**config.mk**
```make
export PLATFORM = sky130hd
export DESIGN_NAME = cot_sequencer
export DESIGN_NICKNAME = d
export VERILOG_FILES = /design/src/rtl/cot_pkg.sv /design/src/rtl/cot_pulse_timer.sv /design/src/rtl/cot_offtime_guard.sv /design/src/rtl/cot_zc_tracker.sv /design/src/rtl/cot_minfreq_watch.sv /design/src/rtl/cot_sequencer.sv
export SDC_FILE = /design/constraint.sdc
export NUM_CORES = 1
export LEC_CHECK = 0
export BUFFER_PORTS_ARGS = -buffer_cell sky130_fd_sc_hd__buf_2
export CAP_MARGIN = 20
export CELL_PAD_IN_SITES_DETAIL_PLACEMENT = 0
export CELL_PAD_IN_SITES_GLOBAL_PLACEMENT = 1
export CORE_ASPECT_RATIO = 1.2
export CORE_MARGIN = 2
export CORE_UTILIZATION = 50
export DETAILED_ROUTE_END_ITERATION = 7
export PLACE_DENSITY = 0.93
export SLEW_MARGIN = 15
export SYNTH_ARGS = -nofsm -noshare
export SYNTH_HDL_FRONTEND = slang
export SYNTH_SLANG_ARGS = --single-unit
```
**constraint.sdc**
```tcl
create_clock -name clk -period 4.8 [get_ports clk]
set_clock_uncertainty 0.15 [all_clocks]
set_input_delay 0.96 -clock clk [delete_from_list [all_inputs] [get_ports clk]]
set_output_delay 0.96 -clock clk [all_outputs]
set_load 0.005 [all_outputs]
```
**src/rtl/cot_pkg.sv**
```systemverilog
package cot_pkg;

  // Sequencer phases; each phase fixes which gate enable may be high.
  typedef enum logic [2:0] {
    ST_IDLE   = 3'd0,  // both off, waiting for a first cycle
    ST_HS     = 3'd1,  // high-side on-time running
    ST_GAP_LS = 3'd2,  // idle cycle before the low side turns on
    ST_LS     = 3'd3,  // low side conducting, off interval
    ST_COAST  = 3'd4,  // both off after a light-load zero crossing
    ST_GAP_HS = 3'd5,  // idle cycle before the high side turns on
    ST_DISCH  = 3'd6   // forced low-side discharge pulse
  } cot_state_e;

endpackage

```
**src/rtl/cot_pulse_timer.sv**
```systemverilog
// Loadable down-counter; 'last' marks the final cycle of a loaded count.
module cot_pulse_timer #(
  parameter int W = 10
) (
  input  logic         clk,
  input  logic         rst_n,
  input  logic         load,
  input  logic [W-1:0] load_val,
  input  logic         tick,
  output logic         last
);

  logic [W-1:0] cnt_q, cnt_d;

  always_comb begin
    cnt_d = cnt_q;
    if (load) begin
      cnt_d = load_val;
    end else if (tick && (cnt_q != '0)) begin
      cnt_d = cnt_q - W'(1);
    end
  end

  always_ff @(posedge clk or negedge rst_n) begin
    if (!rst_n) begin
      cnt_q <= '0;
    end else begin
      cnt_q <= cnt_d;
    end
  end

  assign last = (cnt_q == W'(1));

endmodule

```
**src/rtl/cot_offtime_guard.sv**
```systemverilog
// Counts cycles with the high side off, saturating at MIN_OFF.
module cot_offtime_guard #(
  parameter int MIN_OFF = 80
) (
  input  logic clk,
  input  logic rst_n,
  input  logic hs_on,
  output logic ok_direct,  // next-cycle high side meets the off time
  output logic ok_gap      // high side two cycles later meets it
);

  localparam int W = $clog2(MIN_OFF + 1);
  localparam logic [W-1:0] SAT   = W'(MIN_OFF);
  localparam logic [W-1:0] THR_D = W'(MIN_OFF - 1);
  localparam logic [W-1:0] THR_G = W'(MIN_OFF - 2);

  logic [W-1:0] cnt_q, cnt_d;

  always_comb begin
    cnt_d = cnt_q;
    if (hs_on) begin
      cnt_d = '0;
    end else if (cnt_q != SAT) begin
      cnt_d = cnt_q + W'(1);
    end
  end

  // Out of reset the off time counts as already served.
  always_ff @(posedge clk or negedge rst_n) begin
    if (!rst_n) begin
      cnt_q <= SAT;
    end else begin
      cnt_q <= cnt_d;
    end
  end

  assign ok_direct = (cnt_q >= THR_D);
  assign ok_gap    = (cnt_q >= THR_G);

endmodule

```
**src/rtl/cot_zc_tracker.sv**
```systemverilog
// Counts consecutive switching cycles that contained a zero crossing.
module cot_zc_tracker #(
  parameter int ZC_RUN = 9
) (
  input  logic clk,
  input  logic rst_n,
  input  logic clear,        // sequencer idle: forget history
  input  logic cycle_start,  // a new high-side pulse begins
  input  logic zc_sample,    // crossing seen while high side off
  output logic run_full
);

  localparam int W = $clog2(ZC_RUN + 1);
  localparam logic [W-1:0] FULL = W'(ZC_RUN);

  logic [W-1:0] run_q, run_d;
  logic         seen_q, seen_d;
  logic         armed_q, armed_d;
  logic         hit;

  assign hit = seen_q | zc_sample;

  always_comb begin
    run_d   = run_q;
    seen_d  = seen_q;
    armed_d = armed_q;
    if (cycle_start) begin
      seen_d  = 1'b0;
      armed_d = 1'b1;
      if (armed_q) begin
        if (!hit) begin
          run_d = '0;
        end else if (run_q != FULL) begin
          run_d = run_q + W'(1);
        end
      end
    end else if (clear) begin
      run_d   = '0;
      seen_d  = 1'b0;
      armed_d = 1'b0;
    end else if (zc_sample) begin
      seen_d = 1'b1;
    end
  end

  always_ff @(posedge clk or negedge rst_n) begin
    if (!rst_n) begin
      run_q   <= '0;
      seen_q  <= 1'b0;
      armed_q <= 1'b0;
    end else begin
      run_q   <= run_d;
      seen_q  <= seen_d;
      armed_q <= armed_d;
    end
  end

  assign run_full = (run_q == FULL);

endmodule

```
**src/rtl/cot_minfreq_watch.sv**
```systemverilog
// Cycles since the last cycle start; flags when the period has elapsed.
module cot_minfreq_watch #(
  parameter int MINF_PERIOD = 13889
) (
  input  logic clk,
  input  logic rst_n,
  input  logic cycle_start,
  output logic expired
);

  localparam int W = $clog2(MINF_PERIOD);
  localparam logic [W-1:0] LIM = W'(MINF_PERIOD - 1);

  logic [W-1:0] cnt_q, cnt_d;

  always_comb begin
    cnt_d = cnt_q;
    if (cycle_start) begin
      cnt_d = '0;
    end else if (cnt_q != LIM) begin
      cnt_d = cnt_q + W'(1);
    end
  end

  always_ff @(posedge clk or negedge rst_n) begin
    if (!rst_n) begin
      cnt_q <= '0;
    end else begin
      cnt_q <= cnt_d;
    end
  end

  assign expired = (cnt_q == LIM);

endmodule

```
**src/rtl/cot_sequencer.sv**
```systemverilog
// Constant on-time switching sequencer: gate-enable phase control.
module cot_sequencer
  import cot_pkg::*;
#(
  parameter int CNT_W       = 10,
  parameter int MIN_OFF     = 80,     // >= 3 cycles
  parameter int MINF_PERIOD = 13889,
  parameter int DISCH_CYC   = 50,     // >= 1 cycle
  parameter int ZC_RUN      = 9
) (
  input  logic             clk,
  input  logic             rst_n,
  input  logic             enable,
  input  logic             fb_low,
  input  logic             zero_cross,
  input  logic             valley_oc,
  input  logic [CNT_W-1:0] ton_count,
  input  logic             minf_disable,
  input  logic             force_light,
  output logic             hs_on,
  output logic             ls_on,
  output logic             light_mode,
  output logic             cfg_fault
);

  localparam int DW = $clog2(DISCH_CYC + 1);
  localparam logic [CNT_W-1:0] OPEN_HI = {CNT_W{1'b1}};

  cot_state_e state_q, state_d;

  logic bad_cfg, go_live;
  logic ton_last, disch_last;
  logic off_ok_direct, off_ok_gap;
  logic run_full, minf_expired, clamp_fire;
  logic cycle_start, disch_enter, zc_sample;
  logic hs_d, ls_d;

  assign bad_cfg    = (ton_count == '0) || (ton_count == OPEN_HI);
  assign go_live    = enable && !bad_cfg;
  assign light_mode = force_light || run_full;
  assign clamp_fire = !minf_disable && minf_expired;

  // ---------------- next phase ----------------
  always_comb begin
    state_d = state_q;
    if (!go_live) begin
      state_d = ST_IDLE;
    end else begin
      unique case (state_q)
        ST_IDLE: begin
          if (fb_low && !valley_oc && off_ok_direct) state_d = ST_HS;
        end
        ST_HS: begin
          if (ton_last) state_d = ST_GAP_LS;
        end
        ST_GAP_LS: state_d = ST_LS;
        ST_LS: begin
          if (clamp_fire) begin
            state_d = ST_DISCH;
          end else if (fb_low && !valley_oc && off_ok_gap) begin
            state_d = ST_GAP_HS;
          end else if (light_mode && zero_cross && !valley_oc) begin
            state_d = ST_COAST;
          end
        end
        ST_COAST: begin
          if (valley_oc) begin
            state_d = ST_LS;
          end else if (clamp_fire) begin
            state_d = ST_DISCH;
          end else if (fb_low && off_ok_direct) begin
            state_d = ST_HS;
          end
        end
        ST_GAP_HS: begin
          state_d = valley_oc ? ST_LS : ST_HS;
        end
        ST_DISCH: begin
          if (disch_last) state_d = valley_oc ? ST_LS : ST_GAP_HS;
        end
        default: state_d = ST_IDLE;
      endcase
    end
  end

  assign cycle_start = (state_d == ST_HS) && (state_q != ST_HS);
  assign disch_enter = (state_d == ST_DISCH) && (state_q != ST_DISCH);
  assign zc_sample   = zero_cross && (state_q != ST_HS);
  assign hs_d        = (state_d == ST_HS);
  assign ls_d        = (state_d == ST_LS) || (state_d == ST_DISCH);

  // ---------------- registers ----------------
  always_ff @(posedge clk or negedge rst_n) begin
    if (!rst_n) begin
      state_q   <= ST_IDLE;
      hs_on     <= 1'b0;
      ls_on     <= 1'b0;
      cfg_fault <= 1'b0;
    end else begin
      state_q   <= state_d;
      hs_on     <= hs_d;
      ls_on     <= ls_d;
      cfg_fault <= bad_cfg;
    end
  end

  // ---------------- helpers ----------------
  cot_pulse_timer #(.W(CNT_W)) u_ton_timer (
    .clk      (clk),
    .rst_n    (rst_n),
    .load     (cycle_start),
    .load_val (ton_count),
    .tick     (state_q == ST_HS),
    .last     (ton_last)
  );

  cot_pulse_timer #(.W(DW)) u_disch_timer (
    .clk      (clk),
    .rst_n    (rst_n),
    .load     (disch_enter),
    .load_val (DW'(DISCH_CYC)),
    .tick     (state_q == ST_DISCH),
    .last     (disch_last)
  );

  cot_offtime_guard #(.MIN_OFF(MIN_OFF)) u_off_guard (
    .clk       (clk),
    .rst_n     (rst_n),
    .hs_on     (hs_on),
    .ok_direct (off_ok_direct),
    .ok_gap    (off_ok_gap)
  );

  cot_zc_tracker #(.ZC_RUN(ZC_RUN)) u_zc_track (
    .clk         (clk),
    .rst_n       (rst_n),
    .clear       (state_q == ST_IDLE),
    .cycle_start (cycle_start),
    .zc_sample   (zc_sample),
    .run_full    (run_full)
  );

  cot_minfreq_watch #(.MINF_PERIOD(MINF_PERIOD)) u_minf (
    .clk         (clk),
    .rst_n       (rst_n),
    .cycle_start (cycle_start),
    .expired     (minf_expired)
  );

endmodule

```
# ---- After elaboration in Yosys (flattened, before gate mapping)
# Cells that the tools add are included.
dict set report op_classes {
  eq_ne 21
  n_addsub 5
  reduce_logical 30
  n_lt_le_gt_ge 2
  bitwise 1
  mux 31
}
# cell n
set ops {}
lappend ops {{2-to-1 mux 3 bit} 11}
lappend ops {{2-to-1 mux 14 bit} 2}
lappend ops {{one-hot mux 3 bit (7 select lines)} 1}
lappend ops {{2-to-1 mux 10 bit} 2}
lappend ops {{2-to-1 mux 4 bit} 5}
lappend ops {{adder 14 x 1 -> 14 bit (second input constant)} 1}
lappend ops {{equality test 14 bit (second input constant)} 1}
lappend ops {{>= comparator 7 bit (second input constant)} 2}
lappend ops {{2-to-1 mux 7 bit} 2}
lappend ops {{inequality test 14 bit (second input constant)} 1}
lappend ops {{logical AND 1 bit} 13}
lappend ops {{equality test 3 bit (second input constant)} 4}
lappend ops {{2-to-1 mux 6 bit} 2}
lappend ops {{equality test 10 x 1 -> 1 bit (second input constant)} 1}
lappend ops {{equality test 10 bit (second input constant)} 1}
lappend ops {{logical NOT 10 bit} 1}
lappend ops {{nonzero test 10 bit} 1}
lappend ops {{nonzero test 2 bit} 5}
lappend ops {{subtractor 10 x 1 -> 10 bit (second input constant)} 1}
lappend ops {{equality test 3 x 2 -> 1 bit (second input constant)} 3}
lappend ops {{adder 7 x 1 -> 7 bit (second input constant)} 1}
lappend ops {{inequality test 7 bit (second input constant)} 1}
lappend ops {{equality test 3 x 1 -> 1 bit (second input constant)} 2}
lappend ops {{equality test 6 x 1 -> 1 bit (second input constant)} 1}
lappend ops {{16 further kinds} 25}
dict set report totals {
  input_bits 18
  regBits 49
  out_inout_bits 4
  word_cells 101
}

# ---- Longest topological paths before layout
dict set report depth {
  ltp_word 13
  depth_mapped 10
}

# ---- Cells and area by module
# A second synthesis with hierarchy kept.
dict set report hier_totals {
  hier_cells 354
  area_unflattened_um2 3231.8
}
# mod n_inst area_per_inst_um2 cells_per_inst
set modules_own_cells {}
lappend modules_own_cells {cot_minfreq_watch 1 793.3 82}
lappend modules_own_cells {{cot_pulse_timer (u_ton_timer)} 1 653.1 72}
lappend modules_own_cells {cot_sequencer 1 568.0 72}
lappend modules_own_cells {cot_offtime_guard 1 457.9 49}
lappend modules_own_cells {{cot_pulse_timer (u_disch_timer)} 1 415.4 46}
lappend modules_own_cells {cot_zc_tracker 1 344.1 33}

# ---- Worst setup path after synthesis
# OpenSTA, ideal clock, no wires.
dict set report synth_path {
  path_kind {input-to-reg}
  start {in minf_disable}
  end {reg u_ton_timer.cnt_q[7]}
  cell_stages 7
  slack_ps 1612
  t_arrival_ps 2912
  required_ps 4524
  cell_sequence {or4bb_1 or4_1 a221o_1 nor4b_4 o211ai_4 nor2_8 a221o_1}
}
dict set report synth_between {
  elab_chain_len 9
  word_cells_on_any_way 11
  classes_between {1 x eq/ne; 6 x mux; 4 x reduce/logical}
}
# element line
set synth_lines {}
lappend synth_lines {{from (decl)} cot_sequencer.sv:18} ;# input logic minf_disable,
lappend synth_lines {{logical NOT 1 bit (*)} cot_sequencer.sv:41} ;# assign clamp_fire = !minf_disable && minf_expired;
lappend synth_lines {{logical AND 1 bit (*)} cot_sequencer.sv:41}
lappend synth_lines {{2-to-1 mux 3 bit} cot_sequencer.sv:69} ;# end else if (clamp_fire) begin
lappend synth_lines {{2-to-1 mux 3 bit} cot_sequencer.sv:67} ;# if (valley_oc) begin
lappend synth_lines {{one-hot mux 3 bit (7 select lines) (*)} cot_sequencer.sv:49} ;# unique case (state_q)
lappend synth_lines {{2-to-1 mux 3 bit (*)} cot_sequencer.sv:46} ;# if (!go_live) begin
lappend synth_lines {{equality test 3 x 1 -> 1 bit (*)} cot_sequencer.sv:86} ;# assign cycle_start = (state_d == ST_HS) && (state_q != ST_HS);
lappend synth_lines {{logical AND 1 bit (*)} cot_sequencer.sv:86}
lappend synth_lines {{2-to-1 mux 10 bit or nonzero test 2 bit (tied branches)} --}
lappend synth_lines {{to (signal assigned)} cot_pulse_timer.sv:28} ;# cnt_q <= cnt_d;
lappend synth_lines {{to (decl)} cot_pulse_timer.sv:13} ;# logic [W-1:0] cnt_q, cnt_d;
# Every way passes the cells marked *; elsewhere a longest branch is shown, timed or not.
# A chain may end at the register's enable or synchronous reset.

# ---- Worst setup path after layout
dict set report layout_path {
  start {in minf_disable}
  end {reg u_ton_timer.cnt_q[3]}
}
# The elaborated chain is that of the path after synthesis.

==> impl_metrics.ini <==
[status]
status = completed

[synthesis]
netlist_area_um2 = 2990
async_flop_share_pct = 100
synth.yosys.seq_area_share_pct = 41.0
synth-edff-count = 0
ys.flop_type = dfrtp_1
yosys.area.top_type = dfrtp_1
syn_inst = 318
syn_nets = 348
yosys_warnings = 0
syn_avg_cell_area_um2 = 9.42
synth_seq_cells = 49
yosysTopAreaCellShare_pct = 39.3
ys_top_cells_by_area = dfrtp_1, nor2_1, ha_1
yosysUniqueCellTypes = 63

[floorplanning]
die_h_um = 88.8
die_w_um = 74.6
core_area_um2 = 5710
die_area_um2 = 6630
initial_utilization_pct = 52.5
io-pin-count = 22
num_rows = 30

[detailed_routing]
viasPerCell = 5.72
drtAntennaViolNets = 0
routedWlPerCell_um = 14.6
dr_total_vias = 2418
wl_um = 6170
drc = 0
drt_iter0_markers = 153
drtPass1Iterations = 5

[clocking]
ctsHoldBuffers = 0
cts_buffers = 5
cts_resized = 0
path_clk_slew_ns = 0.09
clockRootBuffer = clkbuf_8
clock_latency_ns = 0.29
clockBufferDepth = 2
clock-sinks = 49
cts_htree_levels = 2
cts_tree = yes
cts_setup_buffers = 0

[finish]
syn_to_final_growth_pct = 9.15
final_area_um2 = 3270
final_nets = 372
diodes = 0
drive_above_1_share_pct = 15.2

[critical_path]
cp-end-kind = flop
required_ns = 4.83
crit_arrival_ns = 3.25
worstSetupPathType = input port to flop
worstPathMaxFanout = 28
worstSetupStartpointType = input port

[sta]
slew_viol_final = 0
setup_violations = 0
rsz0062_at_grt = no
min_period_ns = 3.22
period_share_pct = 67.1
max_freq_ghz = 0.310
timing.hold.ws_ns = 0.368
relSlewSlack_pct = 58.0
setup_tns_ns = 0
worst_pin_slew_ns = 0.631
hold_viol = 0

[pwr]
p_per_area_nw_per_um2 = 214
p_leak_nw = 1.40
ir_drop_mv = 0.143

[grt]
grt_usage_pct = 20.2
antenna_found_initial = 0
grt_pass1_wl_um = 10300
grt-ovfl-total = 0
grt_pass1_vias = 2289
grt_start_max_net_pins = 50

[job]
maxCapViolations = 0

[placement]
place_area_um2 = 3160
gp_congestion = 0.900
hpwl_um = 4470
io_buffers = 21

[min_path]
hp-class = flop to flop
Yosys cell counts, types with 4 or more instances:
cell type  instances
nor2_1            45
o211ai_1           6
dfrtp_1           47
a21oi_1            6
xnor2_1           15
o21ai_0            7
xor2_1            12
ha_1              12
inv_1             19
nor4_1            10
nor3_1             7
and3_1             4
a221o_1            5
o21ai_1            5
nand3_1           20
or3_1              5
nand2_1           24
registers in the layout, summed over array words and instances (netlist names), 3 cells and up:
name and cells:
state_q 3, u_disch_timer.cnt_q 6, u_minf.cnt_q 14, u_off_guard.cnt_q 7
u_ton_timer.cnt_q 10, u_zc_track.run_q 4
path summary, 6_finish.rpt:
check / startpoint / to / slack (ns) / cells past startpoint
worst min register to register: u_disch_timer.cnt_q[5] / u_disch_timer.cnt_q[5] / 0.37 / 2
max in group asynchronous: rst_n / u_zc_track.armed_q / 3.54 / 1
worst min-delay path: u_disch_timer.cnt_q[5] / u_disch_timer.cnt_q[5] / 0.37 / 2
worst max register to register: u_off_guard.cnt_q[1] / u_ton_timer.cnt_q[3] / 1.69 / 8
min in group asynchronous: rst_n / u_off_guard.cnt_q[1] / 0.50 / 1
worst max-delay path: minf_disable / u_ton_timer.cnt_q[3] / 1.58 / 8
cells in the final DEF (no fill, tap or decap), types with 3 or more instances in the layout:
| master | Yosys | final |
|---|---|---|
| nand4_1 | 3 | 3 |
| a221o_1 | 5 | 5 |
| a211oi_1 | 3 | 3 |
| and3_1 | 4 | 4 |
| nand3b_1 | 3 | 3 |
| nor4_1 | 10 | 10 |
| and2_1 | 3 | 3 |
| inv_1 | 19 | 19 |
| nand3_1 | 20 | 20 |
| o211ai_1 | 6 | 6 |
| ha_1 | 12 | 12 |
| xor2_1 | 12 | 12 |
| nand2_1 | 24 | 24 |
| nor2_1 | 45 | 45 |
| dfrtp_1 | 47 | 47 |
| clkbuf_8 | 0 | 7 |
| o21ai_0 | 7 | 7 |
| or2_2 | 3 | 3 |
| or3_1 | 5 | 5 |
| nor3_1 | 7 | 7 |
| xnor2_1 | 15 | 15 |
| buf_2 | 1 | 20 |
| a21oi_1 | 6 | 6 |
| nor3b_1 | 3 | 3 |
| o21ai_1 | 5 | 5 |
layout make-up:
| class | instances | area, um2 |
|---|---|---|
| fillers | 549 | 2440 |
| multi-input cells | 245 | 1650 |
| flip-flops and latches | 49 | 1230 |
| repair buffers | 21 | 108 |
| well taps | 80 | 100 |
| clock buffers | 7 | 96.3 |
| inverters | 20 | 80.1 |
| clock inverters | 1 | 5.00 |
critical path, stage by stage:
cell,delay (ns)
buf_2,0.10
or4bb_1,0.50
or4_1,0.43
a221o_1,0.36
nor4b_4,0.15
o211ai_4,0.19
nor2_8,0.15
a221o_1,0.39
report_power, final:
group / leakage [nW] / internal, mW / switching, mW / total (mW)
Combinational: 0.747 / 0.00797 / 0.0163 / 0.0243
Clock: 0.0542 / 0.130 / 0.133 / 0.264
Sequential: 0.601 / 0.412 / 0.00000264 / 0.412
Total: 1.40 / 0.551 / 0.150 / 0.701
cells by family after synthesis:
group / synth area share, %
muxes: 1.04
AOI/OAI and AO/OA: 13.7
and+or+nand+nor: 27.4
xor gates and xnor gates: 7.90
DFF: 41.0
buffers and inverters: 3.84
adders and majority gates: 5.01
routing by layer:
layer | vias up | share of wire, % | global-route usage (%)
met3 | 14 | 3.0 | 3.53
met5 | - | 0 | 0
met2 | 47 | 50 | 34.1
met4 | 0 | 2.1 | 6.49
li1 | 1175 | - | -
met1 | 1182 | 45 | 26.1
stage by stage:
| step | utilization (%) | total power, mW | instances | setup WS (ns) |
|---|---|---|---|---|
| 2_1_floorplan | - | 0.425 | 318 | 1.61 |
| 3_3_place_gp | 55.5 | 0.445 | 415 | 1.33 |
| 3_5_place_dp | 55.5 | 0.446 | 415 | 1.25 |
| 4_1_cts | 57.2 | 0.713 | 423 | 1.58 |
| 5_1_grt | 57.3 | 0.732 | 423 | 1.47 |
| 6_report | 57.3 | 0.701 | 423 | 1.58 |
Note: power is estimated with default switching activity, not from simulation.
